File: config.mk
export PLATFORM = sky130hd
export DESIGN_NAME = pwc_thread_pool
export DESIGN_NICKNAME = d
export VERILOG_FILES = /design/src/rtl/pwc_pkg.sv /design/src/rtl/pwc_thread_pool.sv
export SDC_FILE = /design/constraint.sdc
export NUM_CORES = 1
export LEC_CHECK = 0
export ABC_AREA = 1
export CORE_MARGIN = 2
export CORE_UTILIZATION = 39
export CTS_CLUSTER_SIZE = 24
export DETAILED_ROUTE_END_ITERATION = 8
export PLACE_DENSITY = 0.59
export SYNTH_ARGS = -nofsm -noshare
export SYNTH_HDL_FRONTEND = slang
export SYNTH_SLANG_ARGS = --single-unit
File: constraint.sdc
create_clock -name clk -period 2.15 [get_ports clk]
set_input_delay 0.215 -clock clk [delete_from_list [all_inputs] [get_ports clk]]
set_output_delay 0.215 -clock clk [all_outputs]
set_load 0.02 [all_outputs]
File: src/rtl/pwc_pkg.sv
package pwc_pkg;
  // saturating increment, kept as a function so the arithmetic is explicit
  function automatic logic [31:0] sat_next(input logic [31:0] cur,
                                           input logic [31:0] top,
                                           input logic        inc);
    if (inc && cur != top) return cur + 32'd1;
    return cur;
  endfunction

  // true when a thread of the given age is at its check slot
  function automatic logic at_slot(input int unsigned age, input int unsigned lat);
    return age == lat - 1;
  endfunction
endpackage

File: src/rtl/pwc_thread_pool.sv
module pwc_thread_pool
  import pwc_pkg::*;
#(
  parameter int THREADS = 3,
  parameter int LAT     = 4,
  parameter int AGE_W   = 3
) (
  input  logic               clk,
  input  logic               rst_n,
  input  logic               en,
  input  logic               start,
  input  logic               wr_done,
  output logic               accepted,
  output logic               due_any,
  output logic               busy_any,
  output logic [THREADS-1:0] thr_fail
);
  localparam int RR_W = (THREADS > 1) ? $clog2(THREADS) : 1;

  logic [THREADS-1:0] busy_q, due_v, free_v, take_v;
  logic [RR_W-1:0]    rr_q, sel;
  logic               found;

  assign free_v = ~busy_q | due_v;

  // first free thread at or after the round-robin pointer
  always_comb begin
    found = 1'b0;
    sel   = '0;
    for (int k = 0; k < THREADS; k++) begin
      int idx;
      idx = (int'(rr_q) + k) % THREADS;
      if (!found && free_v[idx]) begin
        found = 1'b1;
        sel   = RR_W'(idx);
      end
    end
  end

  assign accepted = en & start & found;

  always_ff @(posedge clk or negedge rst_n) begin
    if (!rst_n) rr_q <= '0;
    else if (accepted)
      rr_q <= (int'(sel) == THREADS - 1) ? '0 : sel + RR_W'(1);
  end

  for (genvar i = 0; i < THREADS; i++) begin : g_thr
    logic [AGE_W-1:0] age_q;
    assign due_v[i]  = busy_q[i] & at_slot(int'(age_q), LAT);
    assign take_v[i] = accepted & (int'(sel) == i);

    always_ff @(posedge clk or negedge rst_n) begin
      if (!rst_n) begin
        busy_q[i]   <= 1'b0;
        age_q       <= '0;
        thr_fail[i] <= 1'b0;
      end else begin
        thr_fail[i] <= due_v[i] & ~wr_done;
        if (take_v[i]) begin
          busy_q[i] <= 1'b1;
          age_q     <= '0;
        end else if (due_v[i]) begin
          busy_q[i] <= 1'b0;
        end else if (busy_q[i]) begin
          age_q <= age_q + AGE_W'(1);
        end
      end
    end
  end

  assign due_any  = |due_v;
  assign busy_any = |busy_q;
endmodule

== Word-level counts from Yosys, hierarchy flattened ==
Index checks and enable logic that the tools add are counted.
Word-level totals
  word-level logic and storage cells: 91
  flip-flop bits (word level): 17
Operators by class
  add/sub/neg operators: 6
  divide/modulo/power cells: 3
  order comparisons: 3
  muxes and demuxes: 31
  reductions and logical operators: 16
  bitwise logic cells: 14
  equality and inequality tests: 8
Operators by type and width (count)
  $lt A32 B4 Y1 const B: 3
  $mod A32 B3 Y32 const B: 2
  $mod A3 B3 Y32 const B: 1
  $mux W3: 9
  $mux W1: 15
  $reduce_bool A2 Y1: 6
  $and A1 B1 Y1: 11
  $add A3 B1 Y3 const B: 3
  $eq A3 B2 Y1 const B: 3
  $mux W2: 4
  $bmux W1 S2: 3
  $ne A2 B1 Y1 const B: 3
  $reduce_and A2 Y1: 3
  $reduce_or A3 Y1: 2
  $eq A2 B2 Y1 const B: 2
  $add A2 B1 Y3 const B: 1
  $add A2 B2 Y3 const B: 1
  $not A3 Y3: 1
  $or A3 B3 Y3: 1
  $add A2 B1 Y2 const B: 1
  $logic_and A1 B1 Y1: 2
  $logic_not A1 Y1: 2
  $logic_not A2 Y1: 1
  $not A1 Y1: 1

== Longest topological paths before layout ==
  depth after elaboration: 17
  gate-level depth with buffers: 14
  depth with buffers taken out: 14

== Least setup slack after synthesis ==
Ideal clock, no wire load.
  path kind: flip-flop to flip-flop
  from: register g_thr[2].age_q[0]
  to: register rr_q[1]
  required time: 2.023 ns
  data arrival time: 1.670 ns
  stages on the path, launching flop included: 13
  path slack: 0.353 ns
  cell sequence: dfrtp_1 ha_1 ha_1 or2_1 buf_6 nand2_2 nand2_2 nor2_4 nand2_2 nand2_4 inv_4 nand3_2 o21ai_0
RTL lines
  start, declared: RTL line pwc_thread_pool.sv:49  | logic [AGE_W-1:0] age_q;
  start signal, assigned: RTL line pwc_thread_pool.sv:66  | age_q <= age_q + AGE_W'(1);
  $eq A3 B2 Y1 (*): RTL line pwc_pkg.sv:12  | return age == lat - 1;
  $and A1 B1 Y1 (*): RTL line pwc_thread_pool.sv:50  | assign due_v[i] = busy_q[i] & at_slot(int'(age_q), LAT);
  $or A3 B3 Y3 (*): RTL line pwc_thread_pool.sv:24  | assign free_v = ~busy_q | due_v;
  $bmux W1 S2: RTL line pwc_thread_pool.sv:33  | if (!found && free_v[idx]) begin
  $mux W1 (not written as such) (2 in series): RTL line pwc_thread_pool.sv:33
  $mux W1: RTL line pwc_thread_pool.sv:33
  $logic_not A1 Y1: RTL line pwc_thread_pool.sv:33
  $logic_and A1 B1 Y1: RTL line pwc_thread_pool.sv:33
  $mux W1: RTL line pwc_thread_pool.sv:33
  $logic_not A1 Y1: RTL line pwc_thread_pool.sv:33
  $logic_and A1 B1 Y1: RTL line pwc_thread_pool.sv:33
  $mux W1 (*): RTL line pwc_thread_pool.sv:33
  $and A1 B1 Y1 (*): RTL line pwc_thread_pool.sv:40  | assign accepted = en & start & found;
  net accepted: RTL line pwc_thread_pool.sv:13  | output logic accepted,
  end signal, assigned: RTL line pwc_thread_pool.sv:45  | rr_q <= (int'(sel) == THREADS - 1) ? '0 : sel + RR_W'(1);
  end, declared: RTL line pwc_thread_pool.sv:21  | logic [RR_W-1:0] rr_q, sel;
Mark *: on every way through the listed nets, which the timed path passes. The rest lies on a longest branch. The select of a mux whose other input is x is not followed.
A chain may end at the register's enable or synchronous reset.

== Final worst setup path ==
  from: register g_thr[2].age_q[0]
  to: output accepted
Between the ends
  longest elaborated chain between the ends: 14
Ends and longest elaborated chain (RTL line)
  $eq A3 B2 Y1 (*): pwc_pkg.sv:12
  $and A1 B1 Y1 (*): pwc_thread_pool.sv:50
  $or A3 B3 Y3 (*): pwc_thread_pool.sv:24
  $bmux W1 S2: pwc_thread_pool.sv:33
  $mux W1 (not written as such) (2 in series): pwc_thread_pool.sv:33
  $mux W1: pwc_thread_pool.sv:33
  $logic_not A1 Y1: pwc_thread_pool.sv:33
  $logic_and A1 B1 Y1: pwc_thread_pool.sv:33
  $mux W1: pwc_thread_pool.sv:33
  $logic_not A1 Y1: pwc_thread_pool.sv:33
  $logic_and A1 B1 Y1: pwc_thread_pool.sv:33
  $mux W1 (*): pwc_thread_pool.sv:33
  $and A1 B1 Y1 (*): pwc_thread_pool.sv:40
  end, declared: pwc_thread_pool.sv:13
Mark *: on every way between the ends. The rest lies on a longest branch, timed or not. The select of a mux whose other input is x is not followed.

==> impl_results.md <==
* Run status: complete, no violations
* CTS sink count at 17
* Worst-path fanout max at 3
* Vias in the first global route at just under 800
* Fill count at approximately 250
* Multi-input gate area at between 500 and 600 µm²
* Clock network power share at 0.075
* Clock Skew at between 0.001 and 0.0015 ns
* Final Max Slew Viols at 0
* Worst EP arrival at between 1.5 and 2 ns
* Rows at 18
* Cell Area, Synth at a little over 1000 µm²
* Pwr Total at roughly 2200 µW
* Root Buffer: clkbuf_4
* Crit path kind: flop to primary output
* Die H at between 50 and 60 µm
* Grt ovf at 0
* Combinational fraction of design power at 0.672
* Non-Filler Instances at 180
* H-tree level count at 1
* Die extent in x at around 55 µm
* Synth unique cells at 19
* Ys Warns at 0
* Num CTS Buffers at 3
* Commonest non-fill, non-tap cell in the layout: nand2_1
* Clock-pin slew on the worst setup and hold paths at 0.09 ns
* Max Root-Sink Buffers at 2
* Maxcap violations at 0
* # diodes at 0
* Max_slew headroom at 0.505
* Final min period at roughly 2.1 ns
* Iter 0 DRT Violations at 24
* Total track usage at 0.140
* Post-Syn Instances at between 100 and 150
* DRT Pass-1 Iters at 4
* Sequential element share of the synthesized area at 0.412
* DRC at 0
* Net Sw Power at around 1000 µW
* Pleak at 0.000691 µW
* First-pass GRT wire length at roughly 3400 µm
* CP required at 1.93 ns
* Flop pwr share at 0.253
* Die ar. at 3070 µm²
* CTS tree: yes
* Max VDD drop at between 800 and 900 µV
* Vias at approximately 840
* ANT nets after route at 0
* Area grow syn2layout at 26.7%
* CORE AREA at about 2500 µm²
* Layout Nets at roughly 170
* Worst-Margin Slew at 0.740 ns
* CP endpoint kind: primary output
* Sequential Area at around 430 µm²
* Clk_lat worst skew at around 0.28 ns
* I/O Pins at 11
* Gpl congestion at about 0.8
* Cells after DPL at about 180
* P per Cell Area at 1670 nW/µm²
* Hold crit path type: primary input to asynchronous set/reset pin
* Final-report hold violation count at 0
* Layout cells sized above 1 at 0.273
* DR WL/cell at between 10 and 15 µm
* Synthesized Nets at between 100 and 150
* Switching share of power at 0.466
* Max Clk Rate at 486 MHz
* Count of final setup violators at 0
* Largest net degree at the start of global routing at 18
* Internal power at 1160 µW
* Final Cycle Share at 0.957
* Routed WL at 1900 µm
* Drt via density at roughly 4.6
* Commonest non-fill, non-tap cells in the layout: nand2_1 (27), dfrtp_1 (17), nor2_1 (15)
* Post-layout util at 0.523
* CP Launch Type: flop
* Port Buffers at 10
* Flop and latch count out of synthesis at 17
* Hold Buf Count CTS at 0
* Initial antenna violation count at 0
* Starting Density at 0.413
* Post-Syn Area per Cell at 8.19 µm²
* Detail Placement HPWL at 1500 µm
worst paths after layout:
path / startpoint / to / slack, ns / cells past startpoint
max in group asynchronous: rst_n / rr_q[1]$_DFFE_PN0P_ / 1.32 / 1
hold reg to reg: busy_q[2]$_DFFE_PN0P_ / thr_fail[2]$_DFF_PN0_ / 0.53 / 2
setup reg to reg: g_thr[2].age_q[0]$_DFFE_PN0P_ / g_thr[1].age_q[0]$_DFFE_PN0P_ / 0.28 / 12
min in group clk: wr_done / thr_fail[0]$_DFF_PN0_ / 0.52 / 2
hold / removal: rst_n / g_thr[2].age_q[1]$_DFFE_PN0P_ / 0.37 / 1
setup / recovery: g_thr[2].age_q[0]$_DFFE_PN0P_ / accepted / 0.09 / 10
cell usage after synthesis:
cell type / count / area [µm²]
dfrtp_1: 17 / 425
mux2i_1: 3 / 30.0
inv_4: 1 / 6.26
inv_1: 15 / 56.3
o21ai_0: 1 / 5.00
nand3_2: 1 / 10.0
nand2_1: 28 / 105
or2_1: 1 / 6.26
buf_6: 1 / 11.3
nor2_4: 1 / 11.3
nand2_4: 1 / 11.3
nor2_1: 15 / 56.3
ha_1: 10 / 125
nand3_1: 13 / 65.1
xor2_1: 3 / 26.3
nor2_2: 1 / 6.26
nand2_2: 6 / 37.5
a21oi_1: 6 / 30.0
inv_2: 2 / 7.51
cell type report:
type | instances | share of cell area
clock buffer | 4 | 0.0201
inverter | 18 | 0.0536
multi-input combinational | 90 | 0.436
sequential | 17 | 0.325
tap | 30 | 0.0287
timing repair buffer | 21 | 0.136
critical path, stage by stage (launching register included):
cell	delay [ns]
dfrtp_1	0.39
ha_2	0.19
ha_2	0.17
or2_4	0.27
nand2_2	0.07
nand2_2	0.07
nor2_4	0.09
nand2_2	0.07
nand2_4	0.07
inv_4	0.03
buf_2	0.14
through the flow:
stage                     instance area (µm²)  worst slack [ns]  hold slack (ns)  setup TNS [ns]
after floorplan                          1030             0.353          -0.0806               0
after global placement                   1230           -0.0433            0.504         -0.0433
after detailed placement                 1230           -0.0686            0.513         -0.0686
after CTS                                1270            0.0245            0.393               0
after global routing                     1310           -0.0110            0.429         -0.0110
final                                    1310            0.0929            0.365               0
sequential cells by signal (all words and copies together) (netlist names):
signal	flops
busy_q	3
g_thr.age_q	9
rr_q	2
thr_fail	3
timing repair:
action,in CTS,in global routing
setup buffers,1,0
pin swaps,0,0
gates resized for setup,6,12
endpoints found under the setup margin,1,1
gates cloned,0,0
power groups by stage:
stage	Combinational (µW)	Sequential (µW)	Clock, µW
floorplan	970	543	0
global placement	1340	542	0
CTS	1400	541	174
global route	1700	566	186
finish	1470	551	163
detailed placement	1370	548	0
kinds of logic after synthesis:
group           Yosys count  synth area share
buf+inv                  19            0.0788
compound gates            7            0.0339
fa+ha+maj                10             0.121
mux                       3            0.0291
flops                    17             0.412
simple gates             67             0.299
xor+xnor                  3            0.0255
routing by layer:
layer,vias to the layer above,share of wire,GRT usage
li1,443,-,-
met1,370,0.46,0.188
met2,22,0.50,0.224
met3,0,0.042,0.0445
met4,0,0,0.0209
met5,-,0,0
Note: power is estimated with default switching activity, not from simulation.
